==> src/rtl/ecc_fix_pkg.sv <==
package ecc_fix_pkg;

  // Per-chunk verdict; bit 0 set means the chunk counts as a failure.
  typedef enum logic [1:0] {
    RES_CLEAN   = 2'd0,
    RES_ECC_BAD = 2'd1,
    RES_FIXED   = 2'd2,
    RES_UNCORR  = 2'd3
  } fix_res_e;

endpackage

==> src/rtl/syn_classify.sv <==
module syn_classify
  import ecc_fix_pkg::*;
#(
  parameter int HALF_W = 11,
  parameter int BIT_W  = 3
) (
  input  logic [2*HALF_W-1:0]      calc_i,
  input  logic [2*HALF_W-1:0]      stored_i,
  output fix_res_e                 res_o,
  output logic [HALF_W-BIT_W-1:0]  idx_o,
  output logic [BIT_W-1:0]         bit_o
);
  localparam int CODE_W = 2 * HALF_W;
  localparam int IDX_W  = HALF_W - BIT_W;
  localparam int CNT_W  = $clog2(CODE_W + 1);

  logic [CODE_W-1:0] syn;
  logic [HALF_W-1:0] fold;
  logic [CNT_W-1:0]  ones;

  always_comb begin
    syn  = calc_i ^ stored_i;
    fold = calc_i[HALF_W-1:0] ^ calc_i[CODE_W-1:HALF_W]
         ^ stored_i[HALF_W-1:0] ^ stored_i[CODE_W-1:HALF_W];
    ones = '0;
    for (int i = 0; i < CODE_W; i++) begin
      ones = ones + CNT_W'(syn[i]);
    end
    idx_o = syn[BIT_W +: IDX_W];
    bit_o = syn[BIT_W-1:0];
    if (syn == '0 || calc_i == '0 || stored_i == '0) begin
      res_o = RES_CLEAN;
    end else if (ones == CNT_W'(1)) begin
      res_o = RES_ECC_BAD;
    end else if (ones == CNT_W'(HALF_W) && fold == {HALF_W{1'b1}}) begin
      res_o = RES_FIXED;
    end else begin
      res_o = RES_UNCORR;
    end
  end

endmodule

==> src/rtl/rmw_patcher.sv <==
module rmw_patcher #(
  parameter int ADDR_W = 9,
  parameter int DATA_W = 8
) (
  input  logic                      clk,
  input  logic                      rst,
  input  logic                      go_i,
  input  logic [ADDR_W-1:0]         addr_i,
  input  logic [$clog2(DATA_W)-1:0] bit_i,
  input  logic [DATA_W-1:0]         rdata_i,
  output logic [ADDR_W-1:0]         mem_addr_o,
  output logic                      mem_rd_o,
  output logic                      mem_wr_o,
  output logic [DATA_W-1:0]         mem_wdata_o,
  output logic                      done_o
);
  typedef enum logic [1:0] {P_IDLE, P_RD, P_WAIT, P_WR} pst_e;

  pst_e              st_q;
  logic [DATA_W-1:0] mask_q;

  always_ff @(posedge clk) begin
    if (rst) begin
      st_q        <= P_IDLE;
      mem_addr_o  <= '0;
      mem_rd_o    <= 1'b0;
      mem_wr_o    <= 1'b0;
      mem_wdata_o <= '0;
      mask_q      <= '0;
    end else begin
      case (st_q)
        P_IDLE: if (go_i) begin
          mem_addr_o <= addr_i;
          mask_q     <= DATA_W'(1) << bit_i;
          mem_rd_o   <= 1'b1;
          st_q       <= P_RD;
        end
        P_RD: begin
          mem_rd_o <= 1'b0;
          st_q     <= P_WAIT;
        end
        P_WAIT: begin
          mem_wr_o    <= 1'b1;
          mem_wdata_o <= rdata_i ^ mask_q;
          st_q        <= P_WR;
        end
        default: begin
          mem_wr_o <= 1'b0;
          st_q     <= P_IDLE;
        end
      endcase
    end
  end

  assign done_o = (st_q == P_WR);

endmodule

==> src/rtl/hamming_fix_top.sv <==
module hamming_fix_top
  import ecc_fix_pkg::*;
#(
  parameter int HALF_W = 11,
  parameter int DATA_W = 8
) (
  input  logic                                   clk,
  input  logic                                   rst,
  input  logic                                   start_i,
  input  logic                                   wide_i,
  input  logic [2*((2*HALF_W+7)/8)*8-1:0]        calc_code_i,
  input  logic [2*((2*HALF_W+7)/8)*8-1:0]        stored_code_i,
  output logic                                   done_o,
  output logic                                   fail_o,
  output logic [3:0]                             res_o,
  output logic [2*(HALF_W-$clog2(DATA_W))-1:0]   err_byte_o,
  output logic [2*$clog2(DATA_W)-1:0]            err_bit_o,
  output logic [HALF_W-$clog2(DATA_W):0]         mem_addr_o,
  output logic                                   mem_rd_o,
  input  logic [DATA_W-1:0]                      mem_rdata_i,
  output logic                                   mem_wr_o,
  output logic [DATA_W-1:0]                      mem_wdata_o
);
  localparam int NHALF  = 2;
  localparam int HSEL_W = $clog2(NHALF);
  localparam int CODE_W = 2 * HALF_W;
  localparam int SLOT_W = ((CODE_W + 7) / 8) * 8;
  localparam int BIT_W  = $clog2(DATA_W);
  localparam int IDX_W  = HALF_W - BIT_W;
  localparam int ADDR_W = IDX_W + HSEL_W;

  typedef enum logic [2:0] {T_IDLE, T_CLASS, T_SCAN, T_PATCH, T_DONE} tst_e;

  tst_e                          st_q;
  logic [HSEL_W-1:0]             half_q;
  logic                          wide_q;
  logic [NHALF-1:0][CODE_W-1:0]  calc_q;
  logic [NHALF-1:0][CODE_W-1:0]  stored_q;
  logic [NHALF-1:0][1:0]         res_q;
  logic [NHALF-1:0][IDX_W-1:0]   idx_q;
  logic [NHALF-1:0][BIT_W-1:0]   bit_q;
  logic                          fail_q;

  fix_res_e                      cls_res [NHALF];
  logic [IDX_W-1:0]              cls_idx [NHALF];
  logic [BIT_W-1:0]              cls_bit [NHALF];
  logic [NHALF-1:0][1:0]         sel_res;
  logic [NHALF-1:0][IDX_W-1:0]   sel_idx;
  logic [NHALF-1:0][BIT_W-1:0]   sel_bit;
  logic                          sel_fail;

  logic                          patch_go;
  logic                          patch_done;
  logic                          last_half;

  for (genvar g = 0; g < NHALF; g++) begin : g_half
    syn_classify #(.HALF_W(HALF_W), .BIT_W(BIT_W)) u_cls (
      .calc_i   (calc_q[g]),
      .stored_i (stored_q[g]),
      .res_o    (cls_res[g]),
      .idx_o    (cls_idx[g]),
      .bit_o    (cls_bit[g])
    );

    always_comb begin
      if (g == 0 || wide_q) begin
        sel_res[g] = cls_res[g];
      end else begin
        sel_res[g] = RES_CLEAN;
      end
      if (sel_res[g] == RES_FIXED) begin
        sel_idx[g] = cls_idx[g];
        sel_bit[g] = cls_bit[g];
      end else begin
        sel_idx[g] = '0;
        sel_bit[g] = '0;
      end
    end
  end

  always_comb begin
    sel_fail = 1'b0;
    for (int h = 0; h < NHALF; h++) begin
      sel_fail = sel_fail | sel_res[h][0];
    end
  end

  assign last_half = (int'(half_q) == NHALF - 1);
  assign patch_go  = (st_q == T_SCAN) && (res_q[half_q] == RES_FIXED);

  always_ff @(posedge clk) begin
    if (rst) begin
      st_q     <= T_IDLE;
      half_q   <= '0;
      wide_q   <= 1'b0;
      calc_q   <= '0;
      stored_q <= '0;
      res_q    <= '0;
      idx_q    <= '0;
      bit_q    <= '0;
      fail_q   <= 1'b0;
    end else begin
      case (st_q)
        T_IDLE: if (start_i) begin
          for (int h = 0; h < NHALF; h++) begin
            calc_q[h]   <= calc_code_i[h*SLOT_W +: CODE_W];
            stored_q[h] <= stored_code_i[h*SLOT_W +: CODE_W];
          end
          wide_q <= wide_i;
          st_q   <= T_CLASS;
        end
        T_CLASS: begin
          res_q  <= sel_res;
          idx_q  <= sel_idx;
          bit_q  <= sel_bit;
          fail_q <= sel_fail;
          half_q <= '0;
          st_q   <= T_SCAN;
        end
        T_SCAN: begin
          if (patch_go) begin
            st_q <= T_PATCH;
          end else if (last_half) begin
            st_q <= T_DONE;
          end else begin
            half_q <= half_q + HSEL_W'(1);
          end
        end
        T_PATCH: if (patch_done) begin
          if (last_half) begin
            st_q <= T_DONE;
          end else begin
            half_q <= half_q + HSEL_W'(1);
            st_q   <= T_SCAN;
          end
        end
        default: st_q <= T_IDLE;
      endcase
    end
  end

  rmw_patcher #(.ADDR_W(ADDR_W), .DATA_W(DATA_W)) u_patch (
    .clk         (clk),
    .rst         (rst),
    .go_i        (patch_go),
    .addr_i      ({half_q, idx_q[half_q]}),
    .bit_i       (bit_q[half_q]),
    .rdata_i     (mem_rdata_i),
    .mem_addr_o  (mem_addr_o),
    .mem_rd_o    (mem_rd_o),
    .mem_wr_o    (mem_wr_o),
    .mem_wdata_o (mem_wdata_o),
    .done_o      (patch_done)
  );

  assign done_o     = (st_q == T_DONE);
  assign fail_o     = fail_q;
  assign res_o      = res_q;
  assign err_byte_o = idx_q;
  assign err_bit_o  = bit_q;

endmodule

==> config.mk <==
export PLATFORM = sky130hd
export DESIGN_NAME = hamming_fix_top
export DESIGN_NICKNAME = d
export VERILOG_FILES = /design/src/rtl/ecc_fix_pkg.sv /design/src/rtl/syn_classify.sv /design/src/rtl/rmw_patcher.sv /design/src/rtl/hamming_fix_top.sv
export SDC_FILE = /design/constraint.sdc
export NUM_CORES = 1
export LEC_CHECK = 0
export BUFFER_PORTS_ARGS = -buffer_cell sky130_fd_sc_hd__buf_4
export CORE_ASPECT_RATIO = 1.5
export CORE_MARGIN = 2
export CORE_UTILIZATION = 55
export CTS_CLUSTER_DIAMETER = 30
export DETAILED_ROUTE_END_ITERATION = 16
export HOLD_SLACK_MARGIN = 0.03
export PLACE_DENSITY_LB_ADDON = 0.05
export SETUP_SLACK_MARGIN = 0.02
export SLEW_MARGIN = 10
export SYNTH_ARGS = -nofsm -noshare
export SYNTH_HDL_FRONTEND = slang
export SYNTH_HIERARCHICAL = 1
export SYNTH_SLANG_ARGS = --single-unit
==> constraint.sdc <==
create_clock -name clk -period 6.7 [get_ports clk]
set_input_delay 0.335 -clock clk [delete_from_list [all_inputs] [get_ports clk]]
set_output_delay 0.335 -clock clk [all_outputs]
set_load 0.05 [all_outputs]
After elaboration in Yosys (flattened, before gate mapping)
Index checks and enable logic that the tools add are counted.
{"block": "word_totals", "ram_bits": 0, "elab_cells": 151, "register_bits": 149, "romBits": 0, "in_bits": 108, "latch_bits": 0, "memories": 0}
{"block": "classes", "n_mul": 0, "bitwise": 10, "n_eq_ne": 21, "n_addsub": 43, "n_div": 0, "reduce_logical": 23, "mux": 32, "n_lt_le_gt_ge": 1, "n_shift": 1}
{"operator": "$add 5x1->5", "count": 40}
{"operator": "$logic_not 22->1", "count": 6}
{"operator": "$xor 11x11->11", "count": 6}
{"operator": "$xor 22x22->22", "count": 2}
{"operator": "$mux 8", "count": 4}
{"operator": "$mux 3", "count": 9}
{"operator": "$eq 11x11->1 const B", "count": 2}
{"operator": "$mux 2", "count": 8}
{"operator": "$pmux 3 s4", "count": 1}
{"operator": "$eq 2x2->1 const B", "count": 5}
{"operator": "$eq 5x1->1 const B", "count": 2}
{"operator": "$eq 5x4->1 const B", "count": 2}
{"operator": "$ne 2x2->1 const B", "count": 4}
{"operator": "$shl 1x3->8 const A", "count": 1}
{"operator": "$xor 8x8->8", "count": 1}
{"operator": "$eq 3x2->1 const B", "count": 2}
{"operator": "$mux 1", "count": 6}
{"operator": "$pmux 2 s3", "count": 1}
{"operator": "$reduce_and 2->1", "count": 3}
{"operator": "$reduce_and 3->1", "count": 2}
{"operator": "$add 1x1->2", "count": 2}
{"operator": "$logic_or 1x1->1", "count": 4}
{"operator": "$pmux 1 s2", "count": 2}
{"operator": "$eq 3x1->1 const B", "count": 1}
{"operator": "other kinds (13)", "count": 15}

Logic depth before layout (Yosys ltp)
Gate-level depths: netlist of run 1.
{"block": "depth", "ltp_word": 30, "mapped_depth": 20, "ltp_nobuf": 19}

Modules after synthesis
The synthesis of run 1 kept the hierarchy.
{"mod": "hamming_fix_top", "seq_area_each_um2": 2402.3, "instances": 1, "cells_each": 551, "area_each_um2": 4425.5}
{"mod": "rmw_patcher", "seq_area_each_um2": 580.6, "instances": 1, "cells_each": 139, "area_each_um2": 1219.9}
{"mod": "syn_classify at g_half[0].u_cls", "seq_area_each_um2": 0.0, "instances": 1, "cells_each": 114, "area_each_um2": 1073.5}
{"mod": "syn_classify at g_half[1].u_cls", "seq_area_each_um2": 0.0, "instances": 1, "cells_each": 114, "area_each_um2": 1071.0}

Worst setup path before layout of run 1
Ideal clock, no wire load.
{"block": "synth_path", "path_kind": "flip-flop to flip-flop", "startpoint": "register calc_q[38] (netlist name)", "endpoint": "register idx_q, in the netlist err_byte_o[14]", "path_buffers": 1, "slack_ns": 1.631, "setup_ns": 0.070, "stages_incl_launch_ff": 19, "t_required_ns": 6.630, "arrival_ns": 4.999, "path_cell_list": "dfxtp_1 > xnor2_1 > fa_1 > fa_1 > fa_1 > fa_1 > inv_1 > fa_1 > ha_1 > inv_1 > fa_1 > nor2_1 > a21oi_1 > nor3b_1 > a31oi_1 > and3b_1 > clkbuf_1 > nand3_1 > a21oi_1"}
{"element": "start, declared", "line": "hamming_fix_top.sv:37", "source": "logic [NHALF-1:0][CODE_W-1:0] calc_q;"}
{"element": "start signal, assigned by index", "line": "hamming_fix_top.sv:106", "source": "calc_q[h] <= calc_code_i[h*SLOT_W +: CODE_W];"}
{"element": "end signal, assigned", "line": "hamming_fix_top.sv:114", "source": "idx_q <= sel_idx;"}
{"element": "end, declared", "line": "hamming_fix_top.sv:40", "source": "logic [NHALF-1:0][IDX_W-1:0] idx_q;"}

==> run_results.csv, run 1 <==
group,metric,value,unit
synth,synth_edf_count,0,
clock_tree,cts_buffers,17,
worst_setup_path,crit_top_cell,"fa_1",
status,status,"finished clean",
timing,setup_viol,0,
timing,max_slew_margin,31.2,%
min_path,min_path_cells,3,
clock_tree,clk_latency,0.42,ns
timing,rsz0062_at_grt,"no",
flow_run,max_cap_viol_count,0,
timing,max_freq,0.174,GHz
floorplan,num_io_pins,155,
detailed_routing,routedWlPerCell,15.9,um
worst_setup_path,worstPathRequired,7.04,ns
worst_setup_path,path_cells,"xnor2_1, fa_1, fa_1, fa_1, fa_1, inv_1, fa_1, ha_1, inv_1, fa_1, nor2_1, mux2i_1, nor3b_1, a41oi_1, nor2b_1, nand3_1, a21oi_1",
synth,synthCells,918,
clock_tree,cts_tree,"built",
cells_and_area,drive_gt1_share,20.4,%
place,placed_cell_area,0.00888,mm2
synth,synth_top_area_share,38.3,%
clock_tree,clkTransAtPathRegs,0.07,ns
detailed_routing,ant_nets,0,
timing,period_share,86.0,%
worst_setup_path,reg2reg_slack,0.94,ns
clock_tree,clockBufferDepth,2,
detailed_routing,drt-vias-per-instance,5.42,
floorplan,rows,53,
global_routing,grt_antenna_before_repair,0,
place,place.gp.congestion,0.891,
global_routing,track_usage,26.4,%
worst_setup_path,critPathKind,"flop to flop",
detailed_routing,routed-via-count,6570,
power_and_ir_drop,p_leak,3.93,nW
global_routing,overflow,0,
power_and_ir_drop,peakVddDrop,0.259,mV
synth,synth_area,0.00779,mm2
worst_setup_path,cp-end-kind,"flop",
synth,synthMostInstantiatedCell,"nand2_1",
synth,yosys_warnings,6,
power_and_ir_drop,design_power_total,0.00360,W
clock_tree,cts_resized,0,
floorplan,fp.dieH,150,um
floorplan,die_w,101,um
floorplan,die-area,0.0152,mm2
worst_setup_path,cp-start-kind,"flop",
timing,period_needed,5.76,ns
synth,ys_top_cells_by_area,"dfxtp_1 38%, nand2_1 11%, a21oi_1 8.9%",
synth,ys_seq_elements,149,
power_and_ir_drop,powerDensity,379,mW/mm2
timing,finalHoldViolations,0,
place,io_buffers,146,
synth,synthTopCellsByCount,"235 x nand2_1, 149 x dfxtp_1, 138 x a21oi_1",
detailed_routing,drc_errors,0,
timing,final.setup.tns,0,ns
min_path,min_from,"calc_code_i[13]",
global_routing,grt_pass1_vias,6576,
clock_tree,root_buffer,"clkbuf_16",
synth,synth_nets,1077,
timing,clock_skew,0.0100,ns
worst_setup_path,cp.arrival,6.10,ns
timing,tightest_slew,1.03,ns
synth,synthArstFlopShare,0,%
worst_setup_path,cp_max_fo,11,
clock_tree,cts_setup_buffers,0,
cells_and_area,nFillCells,1196,
detailed_routing,drt_wl_total,19200,um
worst_setup_path,r2r-start,"calc_q[4]",
cells_and_area,fin_nets,1193,
floorplan,start_util,55.9,%
synth,ys_types,49,
timing,drv_slew,0,
worst_setup_path,r2r-end,"err_byte_o[1]",
global_routing,grt_pass1_wl,31600,um
detailed_routing,drt_pass1_iterations,5,
global_routing,grt_max_degree,96,
place,dpl.hpwl,14200,um
worst_setup_path,slowest_stage,"nor2b_1",
cells_and_area,synthToLayoutAreaGrowth,21.8,%
cells_and_area,fin_area,0.00949,mm2
worst_setup_path,critPathMaxStageDelay,0.63,ns
worst_setup_path,rr_worst_depth,17,
min_path,hold_path_class,"input port to flop",
min_path,holdPathEnd,"calc_q[13]",
synth,synthFlopType,"dfxtp_1",
clock_tree,cts.sinks,149,
clock_tree,hold_buffers,0,
synth,avgSynthCellArea,8.49,um2
timing,holdWs,0.151,ns
cells_and_area,num_antenna_cells,0,
clock_tree,ctsHtreeMaxLevel,4,
detailed_routing,drt-initial-drc-count,250,
floorplan,coreArea,0.0139,mm2
synth,synth_seq_area_share,38.3,%
synth,synth_area_leader_cell,"dfxtp_1",
-- metal layers --
layer	global-route usage (%)	up-vias	wire (um)	share of wire [%]
met5	0	-	0	0
met4	10.6	0	553	2.9
met3	5.60	40	885	4.6
met2	44.5	195	9730	51
met1	32.7	3031	8080	42
li1	-	3304	-	-
-- metrics by stage --
step	setup WS, ns	std cells	util (%)
after floorplan	1.63	918	-
after global placement	0.973	1180	63.8
after detailed placement	0.942	1180	63.8
after CTS	0.925	1212	68.1
after global routing	0.560	1212	68.1
final	0.939	1212	68.1
-- registers in the layout, summed over array words and instances, names as in the netlist, 2 cells and up --
register,cells
res_o,4
calc_q,44
st_q,3
u_patch/st_q,2
err_bit_o,6
stored_q,44
u_patch/mem_addr_o,9
u_patch/mem_wdata_o,8
err_byte_o,16
u_patch/mask_q,8
-- cell usage in the layout (no fill, tap or decap), drive strengths merged, types with 5 or more instances in the layout --
| master | Yosys | layout |
|---|---|---|
| xor2 | 17 | 17 |
| fa | 30 | 30 |
| ha | 21 | 21 |
| a211oi | 10 | 10 |
| nand4 | 17 | 17 |
| clkbuf | 25 | 20 |
| buf | 27 | 149 |
| or4b | 5 | 5 |
| a21oi | 138 | 138 |
| nand3 | 27 | 27 |
| nand2 | 236 | 236 |
| nor3 | 5 | 5 |
| mux2 | 12 | 12 |
| bufinv | 4 | 6 |
| inv | 48 | 51 |
| nor2 | 19 | 19 |
| nor4 | 24 | 24 |
| dfxtp | 149 | 149 |
| xnor2 | 59 | 59 |
-- where the power goes --
| group | internal, W | switching [W] |
|---|---|---|
| clock network | 0.000583 | 0.000391 |
| registers | 0.000951 | 0.0000766 |
| logic | 0.000703 | 0.000892 |
| total | 0.00224 | 0.00136 |
-- final cells by class --
type	count	area [um2]	share of cell area, %
well taps	165	206	2.18
clock buffers	20	467	4.92
multi-input cells	665	4320	45.5
inverters	52	250	2.64
repair buffers	149	1120	11.8
clock inverters	12	143	1.50
flip-flops and latches	149	2980	31.4
-- worst max path at each step --
stage / end / slack, ns / from / depth (start not counted)
after CTS: err_byte_o[1] / 0.93 / calc_q[4] / 17
after detailed placement: err_byte_o[1] / 0.94 / calc_q[4] / 17
after floorplan: err_byte_o[14] / 1.63 / calc_q[38] / 18
final: err_byte_o[1] / 0.94 / calc_q[4] / 17
after global routing: err_byte_o[7] / 0.56 / calc_q[4] / 17
after global placement: err_bit_o[2] / 0.97 / calc_q[4] / 17
-- kinds of logic (layout without fill, tap and decap cells) --
family	count (synthesis)	in the layout	synth area share, %
and+or+nand+nor	357	357	21.6
AOI/OAI and AO/OA	167	167	11.6
DFF	149	149	38.3
buffers and inverters	104	233	6.25
xor gates and xnor gates	76	76	9.22
adders and majority gates	51	51	11.1
muxes	14	14	1.99
-- critical path: cells and delay by family, from the launching register on --
| family | cells | cell delay, ns |
|---|---|---|
| adder cells (fa/ha/maj) | 7 | 3.16 |
| AND/OR/NAND/NOR | 4 | 1.12 |
| XOR/XNOR | 1 | 0.46 |
| AO/OA/AOI/OAI | 2 | 0.41 |
| flip-flops | 1 | 0.33 |
| buffers and inverters | 2 | 0.11 |
| multiplexers | 1 | 0.08 |
Note: power is estimated with default switching activity, not from simulation.
==> run 2: changes to the inputs <==
Settings changed: CORE_ASPECT_RATIO 1.5 to unset.
==> run_results.csv, run 2 (synthesis results as in run 1) <==
group,metric,value,unit
global_routing,grt_pass1_vias,6222,
detailed_routing,drt-vias-per-instance,5.38,
timing,max_slew_margin,30.2,%
cells_and_area,drive_gt1_share,20.1,%
worst_setup_path,critPathKind,"flop to flop",
worst_setup_path,worstSetupEndpoint,"err_bit_o[1]",
floorplan,num_io_pins,155,
clock_tree,cts.sinks,149,
global_routing,grt_max_degree,91,
floorplan,fp.dieH,123,um
clock_tree,clockBufferDepth,2,
timing,period_needed,5.83,ns
flow_run,max_cap_viol_count,0,
detailed_routing,routedWlPerCell,15.4,um
worst_setup_path,cp-end-kind,"flop",
clock_tree,clkTransAtPathRegs,0.06,ns
worst_setup_path,worst-path-buf-inv,2,
detailed_routing,drt_pass1_iterations,5,
detailed_routing,drc_errors,0,
worst_setup_path,rr_worst_depth,17,
place,place.gp.congestion,0.926,
worst_setup_path,cp-startpoint,"stored_q[4]",
worst_setup_path,r2r-end,"err_bit_o[1]",
clock_tree,clk_latency,0.42,ns
global_routing,grt_antenna_before_repair,0,
cells_and_area,mostFrequentLayoutCells,"235 x nand2_1, 149 x dfxtp_1, 149 x buf_4",
power_and_ir_drop,design_power_total,0.00373,W
worst_setup_path,path_delay_family,"adder cells",
timing,holdWs,0.157,ns
min_path,hold_path_class,"input port to flop",
cells_and_area,ff_latch_area,0.00298,mm2
cells_and_area,final_common_cell,"nand2_1",
timing,max_freq,0.172,GHz
clock_tree,cts_setup_buffers,0,
detailed_routing,ant_nets,0,
timing,final.setup.tns,0,ns
cells_and_area,final_util,68.9,%
floorplan,die_w,123,um
global_routing,overflow,0,
global_routing,grt_pass1_wl,30800,um
worst_setup_path,worstPathRequired,7.04,ns
worst_setup_path,reg2reg_slack,0.87,ns
place,io_buffers,146,
cells_and_area,fin_nets,1193,
cells_and_area,num_antenna_cells,0,
clock_tree,cts_resized,0,
worst_setup_path,crit_cells,17,
cells_and_area,synthToLayoutAreaGrowth,22.8,%
worst_setup_path,cp-start-kind,"flop",
worst_setup_path,path_cells,"xnor2_1, fa_1, fa_1, fa_1, fa_1, inv_1, fa_1, ha_1, inv_1, fa_1, nor2_1, mux2i_1, nor3b_1, a41oi_1, nor2b_1, nand3_1, a21oi_1",
timing,finalHoldViolations,0,
timing,setup_viol,0,
timing,tightest_slew,1.05,ns
cells_and_area,multiInputGateArea,0.00432,mm2
worst_setup_path,critPathMaxStageDelay,0.65,ns
worst_setup_path,slowest_stage,"nor2b_1",
clock_tree,ctsHtreeMaxLevel,4,
power_and_ir_drop,powerDensity,389,mW/mm2
detailed_routing,drt-initial-drc-count,379,
worst_setup_path,crit_top_cell,"fa_1",
place,dpl.hpwl,14000,um
cells_and_area,nFillCells,1235,
detailed_routing,routed-via-count,6592,
power_and_ir_drop,peakVddDrop,0.268,mV
clock_tree,hold_buffers,0,
worst_setup_path,r2r-start,"stored_q[4]",
status,status,"finished clean",
floorplan,coreArea,0.0139,mm2
clock_tree,cts_buffers,17,
floorplan,start_util,56.1,%
clock_tree,root_buffer,"clkbuf_16",
detailed_routing,drt_wl_total,18900,um
timing,rsz0062_at_grt,"no",
worst_setup_path,cp_max_fo,11,
worst_setup_path,cp.arrival,6.17,ns
timing,clock_skew,0.00881,ns
power_and_ir_drop,p_leak,3.97,nW
floorplan,rows,43,
global_routing,track_usage,26.1,%
min_path,min_from,"stored_code_i[35]",
clock_tree,cts_tree,"built",
floorplan,die-area,0.0151,mm2
timing,period_share,87.0,%
timing,drv_slew,0,
[run 2: cell count changes in the layout (fill, tap and decap cells not counted), sizes merged]
cell | before | now
bufinv | 6 | 10
clkbuf | 20 | 23
clkinv | 3 | 1
clkinvlp | 4 | 0
inv | 51 | 49
[run 2: power breakdown]
group / internal [W] / switching [W]
sequential: 0.000952 / 0.0000723
combinational: 0.000704 / 0.000916
clock: 0.000727 / 0.000354
total: 0.00238 / 0.00134
[run 2: worst min path at each step]
stage,to,slack (ns),depth (start not counted)
CTS,stored_q[24],0.15,3
floorplan,st_q[1],0.42,1
detailed placement,u_patch/mem_addr_o[1],0.45,2
global placement,u_patch/mem_addr_o[1],0.44,2
global route,calc_q[39],0.14,3
finish,stored_q[33],0.16,3
[run 2: cell type report]
type                    count  share of cell area (%)
well taps                 180                    2.35
clock buffers              23                    4.99
clock inverters             8                    2.03
inverters                  52                    2.62
flip-flops and latches    149                    31.2
multi-input cells         665                    45.1
repair buffers            149                    11.7
[run 2: tightest hold or removal path, delay by kind of cell]
family | cells | cell delay (ns)
compound gates | 1 | 0.05
buf+inv | 1 | 0.11
simple gates | 1 | 0.04
[run 2: routing by layer]
metal  GRT usage (%)  vias up  routed length [um]
li1                -     3307                   -
met1            37.8     3054                9080
met2            39.0      207                8300
met3            6.13       24                1300
met4            7.24        0                 219
met5               0        -                   0
[run 2: per-stage QoR]
step / worst slack [ns] / cell area, um2 / instances
final: 0.871 / 9570 / 1226
after global routing: 0.398 / 9570 / 1226
after CTS: 0.869 / 9570 / 1226
after detailed placement: 0.883 / 8900 / 1195
after global placement: 1.03 / 8900 / 1195
after floorplan: 1.63 / 7790 / 918
